===== config.mk =====
export PLATFORM = sky130hd
export DESIGN_NAME = scsi_init_xfer
export DESIGN_NICKNAME = d
export VERILOG_FILES = /design/src/rtl/xfer_pkg.sv /design/src/rtl/xfer_sync.sv /design/src/rtl/xfer_hs_fsm.sv /design/src/rtl/xfer_atn_ack.sv /design/src/rtl/scsi_init_xfer.sv
export SDC_FILE = /design/constraint.sdc
export NUM_CORES = 1
export LEC_CHECK = 0
export ABC_AREA = 0
export BUFFER_PORTS_ARGS = -buffer_cell sky130_fd_sc_hd__buf_4
export CAP_MARGIN = 20
export CORE_MARGIN = 2
export CORE_UTILIZATION = 48
export CTS_CLUSTER_SIZE = 16
export DETAILED_ROUTE_END_ITERATION = 16
export GPL_TIMING_DRIVEN = 0
export PLACE_DENSITY = 0.74
export SYNTH_ARGS = -nofsm -noshare
export SYNTH_HDL_FRONTEND = slang
export SYNTH_SLANG_ARGS = --single-unit

===== constraint.sdc =====
create_clock -name clk -period 1.8 [get_ports clk]
set_input_delay 0.09 -clock clk [delete_from_list [all_inputs] [get_ports clk]]
set_output_delay 0.09 -clock clk [all_outputs]
set_load 0.03 [all_outputs]

===== src/rtl/xfer_pkg.sv =====
package xfer_pkg;

    typedef enum logic [2:0] {
        PH_DATA_OUT = 3'b000,
        PH_DATA_IN  = 3'b001,
        PH_COMMAND  = 3'b010,
        PH_STATUS   = 3'b011,
        PH_RSV_OUT  = 3'b100,
        PH_RSV_IN   = 3'b101,
        PH_MSG_OUT  = 3'b110,
        PH_MSG_IN   = 3'b111
    } phase_t;

    typedef enum logic [1:0] {
        ST_IDLE,
        ST_WAIT_REQ,
        ST_DRIVE,
        ST_ACK
    } hs_state_t;

    // synchronized bus view
    typedef struct packed {
        logic   req;
        phase_t phase;
    } bus_view_t;

    function automatic logic is_inbound(phase_t p);
        return p[0];
    endfunction

endpackage


===== src/rtl/xfer_sync.sv =====
module xfer_sync #(
    parameter int W      = 4,
    parameter int STAGES = 2
) (
    input  logic         clk,
    input  logic         rst,
    input  logic [W-1:0] d,
    output logic [W-1:0] q
);
    generate
        if (STAGES <= 1) begin : g_one
            logic [W-1:0] r;
            always_ff @(posedge clk) begin
                if (rst) r <= '0;
                else     r <= d;
            end
            assign q = r;
        end else begin : g_chain
            logic [STAGES-1:0][W-1:0] r;
            always_ff @(posedge clk) begin
                if (rst) r <= '0;
                else     r <= {r[STAGES-2:0], d};
            end
            assign q = r[STAGES-1];
        end
    endgenerate
endmodule


===== src/rtl/xfer_hs_fsm.sv =====
module xfer_hs_fsm
    import xfer_pkg::*;
#(
    parameter int CNT_W = 24
) (
    input  logic             clk,
    input  logic             rst,
    input  logic             start,
    input  logic [2:0]       cmd_phase,
    input  logic [CNT_W-1:0] cmd_count,
    input  bus_view_t        bus_s,
    input  logic [7:0]       tx_data,
    input  logic [7:0]       data_i,
    output logic             busy,
    output logic             done,
    output logic             phase_irq,
    output logic             ack_hs,
    output logic             data_oe,
    output logic [7:0]       data_o,
    output logic [7:0]       rx_data,
    output logic             rx_valid,
    output logic             tx_take,
    output logic             drop_atn,
    output logic             hold_set
);
    localparam logic [CNT_W-1:0] ONE = CNT_W'(1);

    hs_state_t        st;
    phase_t           ph;
    logic [CNT_W-1:0] cnt;
    logic             last;

    assign last     = (cnt == ONE);
    assign busy     = (st != ST_IDLE);
    assign ack_hs   = (st == ST_ACK);
    assign data_oe  = ((st == ST_DRIVE) || (st == ST_ACK)) && !is_inbound(ph);
    assign drop_atn = (st == ST_DRIVE) && last && (ph == PH_MSG_OUT);
    assign hold_set = (st == ST_ACK) && !bus_s.req && last && (ph == PH_MSG_IN);

    always_ff @(posedge clk) begin
        if (rst) begin
            st        <= ST_IDLE;
            ph        <= PH_DATA_OUT;
            cnt       <= '0;
            data_o    <= '0;
            rx_data   <= '0;
            rx_valid  <= 1'b0;
            done      <= 1'b0;
            phase_irq <= 1'b0;
            tx_take   <= 1'b0;
        end else begin
            rx_valid  <= 1'b0;
            done      <= 1'b0;
            phase_irq <= 1'b0;
            tx_take   <= 1'b0;
            unique case (st)
                ST_IDLE: begin
                    if (start) begin
                        ph  <= phase_t'(cmd_phase);
                        cnt <= cmd_count;
                        if (cmd_count == '0) done <= 1'b1;
                        else                 st   <= ST_WAIT_REQ;
                    end
                end
                ST_WAIT_REQ: begin
                    if (bus_s.req) begin
                        if (bus_s.phase != ph) begin
                            phase_irq <= 1'b1;
                            st        <= ST_IDLE;
                        end else if (is_inbound(ph)) begin
                            rx_data  <= data_i;
                            rx_valid <= 1'b1;
                            st       <= ST_ACK;
                        end else begin
                            data_o <= tx_data;
                            st     <= ST_DRIVE;
                        end
                    end
                end
                ST_DRIVE: st <= ST_ACK;
                ST_ACK: begin
                    if (!bus_s.req) begin
                        tx_take <= !is_inbound(ph);
                        if (last) begin
                            done <= 1'b1;
                            st   <= ST_IDLE;
                        end else begin
                            cnt <= cnt - ONE;
                            st  <= ST_WAIT_REQ;
                        end
                    end
                end
                default: st <= ST_IDLE;
            endcase
        end
    end
endmodule


===== src/rtl/xfer_atn_ack.sv =====
module xfer_atn_ack (
    input  logic clk,
    input  logic rst,
    input  logic set_atn,
    input  logic drop_atn,
    input  logic hold_set,
    input  logic clr_ack,
    input  logic ack_hs,
    output logic atn,
    output logic ack
);
    logic atn_q, hold_q;

    always_ff @(posedge clk) begin
        if (rst) begin
            atn_q  <= 1'b0;
            hold_q <= 1'b0;
        end else begin
            // a set request outranks the automatic release
            if (set_atn)       atn_q <= 1'b1;
            else if (drop_atn) atn_q <= 1'b0;
            if (hold_set)      hold_q <= 1'b1;
            else if (clr_ack)  hold_q <= 1'b0;
        end
    end

    assign atn = atn_q;
    assign ack = ack_hs | hold_q;
endmodule


===== src/rtl/scsi_init_xfer.sv =====
module scsi_init_xfer
    import xfer_pkg::*;
#(
    parameter int CNT_W       = 24,
    parameter int SYNC_STAGES = 2
) (
    input  logic             clk,
    input  logic             rst,
    input  logic             start,
    input  logic [2:0]       cmd_phase,
    input  logic [CNT_W-1:0] cmd_count,
    input  logic             set_atn,
    input  logic             clr_ack,
    input  logic [7:0]       tx_data,
    output logic             tx_take,
    output logic [7:0]       rx_data,
    output logic             rx_valid,
    output logic             busy,
    output logic             done,
    output logic             phase_irq,
    input  logic             bus_req_i,
    input  logic [2:0]       bus_phase_i,
    input  logic [7:0]       bus_data_i,
    output logic [7:0]       bus_data_o,
    output logic             bus_data_oe,
    output logic             bus_ack_o,
    output logic             bus_atn_o
);
    localparam int VW = $bits(bus_view_t);

    bus_view_t bus_s;
    logic      ack_hs, drop_atn, hold_set;
    logic [VW-1:0] sync_q;

    xfer_sync #(.W(VW), .STAGES(SYNC_STAGES)) u_sync (
        .clk (clk),
        .rst (rst),
        .d   ({bus_req_i, bus_phase_i}),
        .q   (sync_q)
    );
    assign bus_s = bus_view_t'(sync_q);

    xfer_hs_fsm #(.CNT_W(CNT_W)) u_fsm (
        .clk       (clk),
        .rst       (rst),
        .start     (start),
        .cmd_phase (cmd_phase),
        .cmd_count (cmd_count),
        .bus_s     (bus_s),
        .tx_data   (tx_data),
        .data_i    (bus_data_i),
        .busy      (busy),
        .done      (done),
        .phase_irq (phase_irq),
        .ack_hs    (ack_hs),
        .data_oe   (bus_data_oe),
        .data_o    (bus_data_o),
        .rx_data   (rx_data),
        .rx_valid  (rx_valid),
        .tx_take   (tx_take),
        .drop_atn  (drop_atn),
        .hold_set  (hold_set)
    );

    xfer_atn_ack u_ctl (
        .clk      (clk),
        .rst      (rst),
        .set_atn  (set_atn),
        .drop_atn (drop_atn),
        .hold_set (hold_set),
        .clr_ack  (clr_ack),
        .ack_hs   (ack_hs),
        .atn      (bus_atn_o),
        .ack      (bus_ack_o)
    );
endmodule


==> reports/results.ini, run 1 <==
[setup_path]
worst-setup-path-type = register to register
critPathRequiredTime_ps = 2020
endpoint_kind = register
critPathArrivalTime_ps = 2160
cp_max_fo = 10
critPathLaunchType = register

[detailed_routing]
drt_iter0_markers = 593
wl_per_cell_um = 20.33
totalWireLength_um = 11830
viasPerCell = 6.464
drt_first_pass_iters = 8
drc_errors = 0
antenna_left = 0
num_vias = 3762

[global_routing]
grt_pass1_vias = 3619
grt_max_degree = 13
use_met3_pct = 8.463
met1_usage_pct = 37.05
use_met2_pct = 50.43
grt_usage_pct = 31.01
grt-ovfl-total = 0
antenna_found_initial = 0
grt_busiest_layer = met2
grt_first_pass_wirelength_um = 17660

[clock_network]
ctsLongestPathBuffers = 2
cts_root_buf = clkbuf_8
cts_tree = built
cts_buffers = 9
insertion_delay_ps = 360
cts_sinks = 59
htree_levels = 3
clkTransAtPathRegs_ps = 80

[synth]
synth_seq_area_share_pct = 37.14
ys.flop_type = dfxtp_1
postSynthCellCount = 367
avgSynthCellArea_um2 = 8.666
synth_top_area_share_pct = 37.14
synth.distinct_cells = 67
synthTopCellsByCount = dfxtp_1, nor2_1, a21oi_1
synth_largest_area_cell = dfxtp_1
yosysWarnings = 0
yosys.cell_count.top_type = dfxtp_1
synth_area_um2 = 3181
synth_edf_count = 0
synthTopCellsByArea = dfxtp_1, mux2i_1, a21oi_1, nor2_1, nor2b_1
synth_seq_cells = 59
synth_fp_nets = 425
async_flop_share_pct = 0

[timing]
finalCritPeriodShare_pct = 107.9
slew_viol_final = 0
timing.fmax_mhz = 515.0
hold_slack_ps = -7.735
finalCriticalPeriod_ps = 1942
setup_viol = 25
rsz0062_at_grt = yes
fin_ws_ps = -141.6
finalClockSkew_ps = 7.150
hold_violations = 2
relSlewSlack_pct = 57.14
tightest_slew_ps = 642.9

[power_and_ir_drop]
p_leak_uw = 0.001872
p_per_area_nw_per_um2 = 890.0
total_power_uw = 4319
vdd_drop_max_mv = 0.6423

[cells_and_area]
stdcell_count = 582
area_growth_pct = 52.60
nets = 558
antennaDiodeCount = 0
drive_gt1_share_pct = 40.00
final_util_pct = 76.00

[worst_hold_path]
min_path_type = primary input to register

[floorplanning]
ios = 76
dieArea_um2 = 7293
num_rows = 29
initial_utilization_pct = 49.80
die_w_um = 85.40
fp.coreArea_um2 = 6386
die_h_um = 85.40

[place]
hpwl_um = 6905
numPortBuffers = 74
gp_congestion = 0.9853
placedCellCount = 518

[job]
maxCapViolations = 0

[status]
violations = hold timing, setup timing
status = finished, violations left

==> power breakdown <==
part	switching [uW]	internal, uW
clock	628	788
sequential	143	1400
combinational	727	636
==> logic make-up after synthesis <==
kind of cell	after synthesis	share of synthesized area, %
AOI/OAI and AO/OA	97	21.52
xor gates and xnor gates	3	0.8263
adders and majority gates	6	2.360
buffers and inverters	35	5.547
DFF	59	37.14
muxes	21	6.648
and+or+nand+nor	146	25.97
==> final cells by class <==
cell class | instances | area [um2]
clock inverters | 7 | 98.84
fillers | 410 | 1533
inverters | 10 | 48.80
well taps | 77 | 96.34
repair buffers | 124 | 1025
plain buffers | 23 | 185.2
clock buffers | 9 | 123.9
multi-input cells | 273 | 2072
flip-flops and latches | 59 | 1204
==> cell usage in the layout (no fill, tap or decap), types with 10 or more instances in the layout <==
master / netlist / layout
nor3_1: 20 / 15
nor4_1: 13 / 11
dfxtp_1: 59 / 49
buf_6: 4 / 10
nor2b_1: 16 / 15
nor2_1: 31 / 27
buf_4: 1 / 99
mux2i_1: 20 / 20
dlygate4sd3_1: 0 / 21
o31ai_1: 13 / 11
a21oi_1: 25 / 23
nand2_1: 20 / 18
==> worst max-delay path, cell delays in order (launching register included) <==
cell      delay (ps)
dfxtp_4          370
nor4_4           370
nand4_1          260
o21a_2           310
buf_6            160
o211ai_1         220
a31oi_1          120
==> metrics by stage <==
stage | setup TNS (ps) | area (um2) | setup WS (ps)
2_1_floorplan | 0 | 3203 | 11.65
3_3_place_gp | -8768 | 3855 | -380.7
3_5_place_dp | -9455 | 3855 | -385.8
4_1_cts | -39.79 | 4624 | -22.42
5_1_grt | -2881 | 4853 | -199.0
6_report | -1894 | 4853 | -141.6
==> worst paths after layout <==
path / startpoint / endpoint / slack [ps] / cells after the start
worst min-delay path: tx_data[7] / u_fsm.data_o[7]$_SDFFE_PP0P_ / -8 / 3
worst max-delay path: u_fsm.cnt[10]$_SDFFE_PP0P_ / u_fsm.cnt[0]$_SDFFE_PP0P_ / -140 / 6
worst max register to register: u_fsm.cnt[10]$_SDFFE_PP0P_ / u_fsm.cnt[0]$_SDFFE_PP0P_ / -140 / 6
worst min register to register: u_sync.g_chain.r[2]$_SDFF_PP0_ / u_sync.q[2]$_SDFF_PP0_ / 440 / 1
==> flip-flops by register name, indices dropped and copies added, names as in the netlist, 3 cells and up, named ones only <==
name and flops:
u_fsm.cnt 24, u_fsm.data_o 8, u_fsm.rx_data 8, u_sync.g_chain.r 4, u_sync.q 4, u_fsm.ph 3
==> timing repair <==
item	4_1_cts	5_1_grt
buffers inserted	19	9
endpoints found under the setup margin	46	45
resized for setup	47	45
pin swaps	13	17
hold buffers	21	0
endpoints found under the hold margin	21	0
gates cloned	0	1
==> layer usage <==
layer  vias up  routed length (um)
met5         -                   0
met4         0                 628
met3        90                1214
met2       283                5544
met1      1736                4444
li1       1653                   -
Power figures use the tool's default switching activity.
==> run 2: changes to the inputs <==
--- a/config.mk
+++ b/config.mk
@@ -5,11 +5,11 @@
 export SDC_FILE = /design/constraint.sdc
 export NUM_CORES = 1
 export LEC_CHECK = 0
-export ABC_AREA = 0
+export ABC_AREA = 1
 export BUFFER_PORTS_ARGS = -buffer_cell sky130_fd_sc_hd__buf_4
 export CAP_MARGIN = 20
 export CORE_MARGIN = 2
-export CORE_UTILIZATION = 48
+export CORE_UTILIZATION = 49
 export CTS_CLUSTER_SIZE = 16
 export DETAILED_ROUTE_END_ITERATION = 16
 export GPL_TIMING_DRIVEN = 0
==> reports/results.ini, run 2 <==
[timing]
relSlewSlack_pct = 47.30  ; -9.8 points
slew_viol_final = 0  ; unchanged
finalCritPeriodShare_pct = 98.29  ; -9.6 points
timing.fmax_mhz = 565.2  ; +9.7%
finalCriticalPeriod_ps = 1769  ; -172.4 ps
finalSetupTns_ps = 0  ; +1894 ps
tightest_slew_ps = 790.5  ; +147.6 ps
finalClockSkew_ps = 10.63  ; +3.478 ps
fin_ws_ps = 30.84  ; +172.4 ps
hold_violations = 0  ; -2
setup_viol = 0  ; -100%

[setup_path]
critPathLaunchType = register
critPathRequiredTime_ps = 1710  ; -310 ps
cp_max_fo = 10  ; unchanged
critPathArrivalTime_ps = 1680  ; -480 ps
endpoint_kind = primary output
worst-setup-path-type = register to primary output
critPathMaxStageDelay_ps = 370  ; about the same
critPathSlowestCell = dfxtp_4
path_cells = ha_4, buf_6, clkbuf_8, or2_2, buf_4

[detailed_routing]
wl_met1_um = 4662  ; +4.9%
drt_iter0_markers = 248  ; -58%
drc_errors = 0  ; unchanged
wl_met2_um = 4545  ; -18%
totalWireLength_um = 9965  ; -16%
wl_met3_um = 637  ; -48%
wl_per_cell_um = 14.20  ; -30%
antenna_left = 0  ; unchanged
viasPerCell = 5.132  ; -21%
drt_first_pass_iters = 5  ; -3
num_vias = 3603  ; -4.2%
highest_layer = met4

[cells_and_area]
stdcell_count = 702  ; +21%
drive_gt1_share_pct = 23.95  ; -16 points
layout_common_cells = nand2_1, nor2_1, buf_4, inv_1, dfxtp_1
final_common_cell = nand2_1
top_register = u_fsm.cnt
largest_reg_flops = 24  ; unchanged
final_util_pct = 66.52  ; -9.5 points
nets = 675  ; +21%
largestRegisters = u_fsm.cnt: 24 flops, u_fsm.data_o: 8 flops, u_fsm.rx_data: 8 flops
area_growth_pct = 32.79
fillCellCount = 612  ; +49%
antennaDiodeCount = 0  ; unchanged

[power_and_ir_drop]
p_leak_uw = 0.002108  ; +13%
sw_frac_of_total_pct = 48.81  ; +14 points
pwr-share-comb_pct = 54.5  ; +23 points
switchingPower_uw = 3453  ; +130%
p_per_area_nw_per_um2 = 1583  ; +78%
p_seq_share_pct = 27.4  ; -8.2 points
vdd_drop_max_mv = 0.7877  ; +23%
p_clk_share_pct = 18.1  ; -15 points
internal-power_uw = 3622  ; +28%

[synth]
yosysWarnings = 0  ; unchanged
synth.distinct_cells = 34  ; -49%
avgSynthCellArea_um2 = 6.510  ; -25%
synth_top_area_share_pct = 35.09  ; -2.0 points
synth_fp_nets = 575  ; +35%
synthTopCellsByArea = dfxtp_1, nand2_1, nor2_1, inv_1, o21ai_0
async_flop_share_pct = 0  ; unchanged
yosys.cell_count.top_type = nand2_1
synth_seq_cells = 59  ; unchanged
synth_largest_area_cell = dfxtp_1
synth_area_um2 = 3366  ; +5.8%
synth_seq_area_share_pct = 35.09  ; -2.0 points
synth_edf_count = 0  ; unchanged
ys.flop_type = dfxtp_1
postSynthCellCount = 517  ; +41%
synthTopCellsByCount = nand2_1, nor2_1, inv_1

[floorplanning]
die_w_um = 86.88  ; +1.7%
initial_utilization_pct = 50.09  ; +0.29 points
num_rows = 30  ; +3.4%
ios = 76  ; unchanged
dieArea_um2 = 7548  ; +3.5%
die_h_um = 86.88  ; +1.7%
fp.coreArea_um2 = 6719  ; +5.2%

[clock_network]
ctsLongestPathBuffers = 2  ; unchanged
insertion_delay_ps = 350  ; about the same
cts_root_buf = clkbuf_8
cts_tree = built
clkTransAtPathRegs_ps = 80  ; about the same
htree_levels = 3  ; unchanged
cts_buffers = 9  ; unchanged
cts_sinks = 59  ; unchanged

[place]
placedCellCount = 671  ; +30%
hpwl_um = 7178  ; +4.0%
gp_congestion = 0.9450  ; -4.1%
place_worst_setup_slack_ps = -216.3  ; +169.5 ps
numPortBuffers = 74  ; unchanged

[worst_hold_path]
min_path_type = primary input to register

[status]
status = finished clean

[global_routing]
antenna_found_initial = 0  ; unchanged
grt_first_pass_wirelength_um = 15660  ; -11%
grt_pass1_vias = 3264  ; -9.8%
grt_max_degree = 14  ; +1
grt_usage_pct = 27.18  ; -3.8 points
grt-ovfl-total = 0  ; unchanged

[job]
maxCapViolations = 0  ; unchanged

-- run 2: area by class of cell --
class                   count  area [um2]  share of cell area (%)
plain buffers              16       126.4                   2.828
multi-input cells         374        1891                   42.30
well taps                  80       100.1                   2.240
clock inverters             7       82.58                   1.848
repair buffers             89       703.2                   15.73
inverters                  68       255.2                   5.711
flip-flops and latches     59        1187                   26.57
clock buffers               9       123.9                   2.772
-- run 2: layer usage --
layer  vias up  GRT usage (%)
met5         -              0
met4         0          9.659
met3        11          4.739
met2       134          42.26
met1      1607          37.89
li1       1851              -
-- run 2: what timing repair did --
| item | 4_1_cts | 5_1_grt |
|---|---|---|
| buffers inserted | 0 | 1 |
| pin swaps | 0 | 1 |
| resized for setup | 16 | 18 |
| endpoints found under the setup margin | 21 | 37 |
| hold buffers | 14 | 0 |
| hold endpoints to repair | 14 | 0 |
-- run 2: final timing paths --
kind,from,end,slack (ps),depth (start not counted)
worst min-delay path,tx_data[1],u_fsm.data_o[1]$_SDFFE_PP0P_,20,3
worst min register to register,u_sync.g_chain.r[2]$_SDFF_PP0_,u_sync.q[2]$_SDFF_PP0_,410,2
worst max register to register,u_fsm.st[0]$_SDFFE_PP0P_,u_fsm.cnt[22]$_SDFFE_PP0P_,100,8
worst max-delay path,u_fsm.st[0]$_SDFFE_PP0P_,bus_ack_o,30,5
-- run 2: through the flow --
stage	area [um2]	hold WS, ps	total power (uW)
after floorplan	3366	197.0	4512
after global placement	4021	290.2	5399
after detailed placement	4021	299.4	5458
after CTS	4414	13.97	6875
after global routing	4469	21.98	7603
final	4469	17.73	7075
-- run 2: kinds of logic after synthesis --
family | synth area share (%)
AND/OR/NAND/NOR | 34.91
buffers and inverters | 10.56
XOR/XNOR | 1.561
adder cells (fa/ha/maj) | 2.230
flip-flops | 35.09
AO/OA/AOI/OAI | 15.65
-- run 2: power groups by stage --
stage | logic, uW | clock network, uW | registers (uW)
floorplan | 2650 | 0 | 1870
global placement | 3490 | 0 | 1910
detailed placement | 3540 | 0 | 1920
CTS | 3670 | 1290 | 1910
global route | 4270 | 1370 | 1970
finish | 3850 | 1280 | 1940
-- run 2: worst max-delay path: cells and delay by family (launching register included) --
| kind | cells | cell delay (ps) |
|---|---|---|
| DFF | 1 | 370 |
| buffers and inverters | 3 | 490 |
| and+or+nand+nor | 1 | 270 |
| adders and majority gates | 1 | 190 |
==> run 3: changes to the inputs <==
--- a/config.mk
+++ b/config.mk
@@ -8,8 +8,10 @@
 export ABC_AREA = 1
 export BUFFER_PORTS_ARGS = -buffer_cell sky130_fd_sc_hd__buf_4
 export CAP_MARGIN = 20
+export CELL_PAD_IN_SITES_DETAIL_PLACEMENT = 0
+export CELL_PAD_IN_SITES_GLOBAL_PLACEMENT = 1
 export CORE_MARGIN = 2
-export CORE_UTILIZATION = 49
+export CORE_UTILIZATION = 34
 export CTS_CLUSTER_SIZE = 16
 export DETAILED_ROUTE_END_ITERATION = 16
 export GPL_TIMING_DRIVEN = 0
==> reports/results.ini, run 3 (synthesized netlist as in run 2, its figures left out) <==
[global_routing]
grt_first_pass_wirelength_um = 17060  ; +9.0%
grt_pass1_vias = 3445  ; +5.5%
antenna_found_initial = 0  ; unchanged
grt-ovfl-total = 0  ; unchanged
grt_max_degree = 14  ; unchanged
grt_usage_pct = 21.11  ; -6.1 points

[detailed_routing]
drt_iter0_markers = 195  ; -21%
num_vias = 3640  ; +1.0%
totalWireLength_um = 10760  ; +7.9%
drc_errors = 0  ; unchanged
wl_per_cell_um = 14.21  ; about the same
viasPerCell = 4.808  ; -6.3%
antenna_left = 0  ; unchanged
drt_first_pass_iters = 4  ; -1

[cells_and_area]
final_common_cell = nand2_1
final_util_pct = 47.05  ; -19 points
stdcell_count = 757  ; +7.8%
layout_common_cells = nand2_1, nor2_1, buf_4, inv_1, dfxtp_1
top_register = u_fsm.cnt
drive_gt1_share_pct = 24.68  ; +0.72 points
antennaDiodeCount = 0  ; unchanged
area_growth_pct = 35.39
nets = 677  ; +0.30%
largest_reg_flops = 24  ; unchanged
largestRegisters = u_fsm.cnt: 24 flops, u_fsm.data_o: 8 flops, u_fsm.rx_data: 8 flops

[power_and_ir_drop]
pwr-share-comb_pct = 56.0  ; +1.5 points
vdd_drop_max_mv = 0.4997  ; -37%
internal-power_uw = 3524  ; -2.7%
switchingPower_uw = 3532  ; +2.3%
sw_frac_of_total_pct = 50.06  ; +1.3 points
p_leak_uw = 0.002104  ; -0.18%
p_per_area_nw_per_um2 = 1548  ; -2.2%
p_clk_share_pct = 16.4  ; -1.7 points
p_seq_share_pct = 27.6  ; +0.2 points

[floorplanning]
die_w_um = 103.5  ; +19%
initial_utilization_pct = 34.75  ; -15 points
fp.coreArea_um2 = 9684  ; +44%
die_h_um = 103.5  ; +19%
num_rows = 36  ; +20%
ios = 76  ; unchanged
dieArea_um2 = 10710  ; +42%

[clock_network]
htree_levels = 3  ; unchanged
cts_tree = built
ctsLongestPathBuffers = 2  ; unchanged
cts_root_buf = clkbuf_8
clkTransAtPathRegs_ps = 70  ; about the same
cts_buffers = 9  ; unchanged
cts_sinks = 59  ; unchanged
insertion_delay_ps = 350  ; about the same

[timing]
finalCriticalPeriod_ps = 1748  ; -20.92 ps
slew_viol_final = 0  ; unchanged
fin_ws_ps = 51.76  ; +20.92 ps
finalSetupTns_ps = 0  ; unchanged
finalClockSkew_ps = 12.81  ; +2.178 ps
relSlewSlack_pct = 45.13  ; -2.2 points
timing.fmax_mhz = 572.0  ; +1.2%
setup_viol = 0  ; unchanged
tightest_slew_ps = 823.1  ; +32.60 ps
hold_violations = 0  ; unchanged
finalCritPeriodShare_pct = 97.12  ; -1.2 points

[setup_path]
critPathMaxStageDelay_ps = 350  ; -20 ps
critPathLaunchType = register
cp_max_fo = 10  ; unchanged
timing.rr.start = u_fsm.cnt[6]$_SDFFE_PP0P_
critPathSlowestCell = dfxtp_2
path_cells = ha_4, buf_6, clkbuf_16, or2_2, buf_4
worst-setup-path-type = register to primary output
endpoint_kind = primary output
critPathArrivalTime_ps = 1660  ; -20 ps
critPathRequiredTime_ps = 1710  ; about the same
crit_start = u_fsm.st[0]$_SDFFE_PP0P_

[place]
hpwl_um = 7891  ; +9.9%
placedCellCount = 724  ; +7.9%
gp_congestion = 0.8847  ; -6.4%
place_worst_setup_slack_ps = -261.0  ; -44.68 ps
numPortBuffers = 74  ; unchanged

[worst_hold_path]
min_path_type = primary input to register
hold_start = tx_data[7]

[job]
maxCapViolations = 0  ; unchanged

[status]
status = finished clean

run 3: cell count changes in the layout (fill, tap and decap cells not counted), moves of 2 or more:
cell / delta
inv_2: +2
nor2_4: +3
clkinvlp_4: +2
nor2_1: -2
inv_1: -2
run 3: final timing paths:
check	slack [ps]	to	cells after the start
worst max-delay path	50	bus_ack_o	5
worst min-delay path	20	u_fsm.data_o[7]$_SDFFE_PP0P_	3
worst max register to register	110	u_fsm.cnt[10]$_SDFFE_PP0P_	9
worst min register to register	410	u_sync.q[0]$_SDFF_PP0_	2
run 3: routing by layer:
metal | GRT usage (%) | wire, um | up-vias
met3 | 4.032 | 647 | 15
met2 | 33.45 | 4831 | 109
met5 | 0 | 0 | -
met4 | 7.186 | 217 | 0
met1 | 28.82 | 5060 | 1654
li1 | - | - | 1862
run 3: worst max-delay path, delay by kind of cell (launching register included):
family,cells,cell delay [ps]
flops,1,350
buf+inv,3,490
fa+ha+maj,1,190
simple gates,1,270
run 3: cell type report:
cell class / instances / area [um2]
buffer: 16 / 133.9
clock buffer: 9 / 123.9
clock inverter: 7 / 58.81
fill: 1006 / 5127
inverter: 68 / 255.2
multi-input combinational: 374 / 1916
sequential: 59 / 1185
tap: 133 / 166.4
timing repair buffer: 91 / 718.2
run 3: through the flow:
step	power, uW	cell area (um2)	hold WS, ps
floorplan	4512	3366	197.0
global placement	5478	4088	291.6
finish	7056	4557	22.32
global route	7614	4557	18.64
CTS	6829	4477	16.59
detailed placement	5511	4088	297.1
run 3: power by group through the flow:
stage	combinational (uW)	sequential, uW	clock (uW)
2_1_floorplan	2650	1870	0
3_3_place_gp	3560	1920	0
3_5_place_dp	3590	1920	0
4_1_cts	3730	1910	1190
5_1_grt	4390	1980	1240
6_report	3950	1950	1160
run 3: timing repair:
| item | CTS | global route |
|---|---|---|
| resized for setup | 21 | 17 |
| gates cloned | 0 | 0 |
| buffers inserted | 0 | 3 |
| endpoints found under the hold margin | 14 | 0 |
| setup endpoints to repair | 21 | 32 |
| pin swaps | 0 | 1 |
| hold buffers | 14 | 0 |
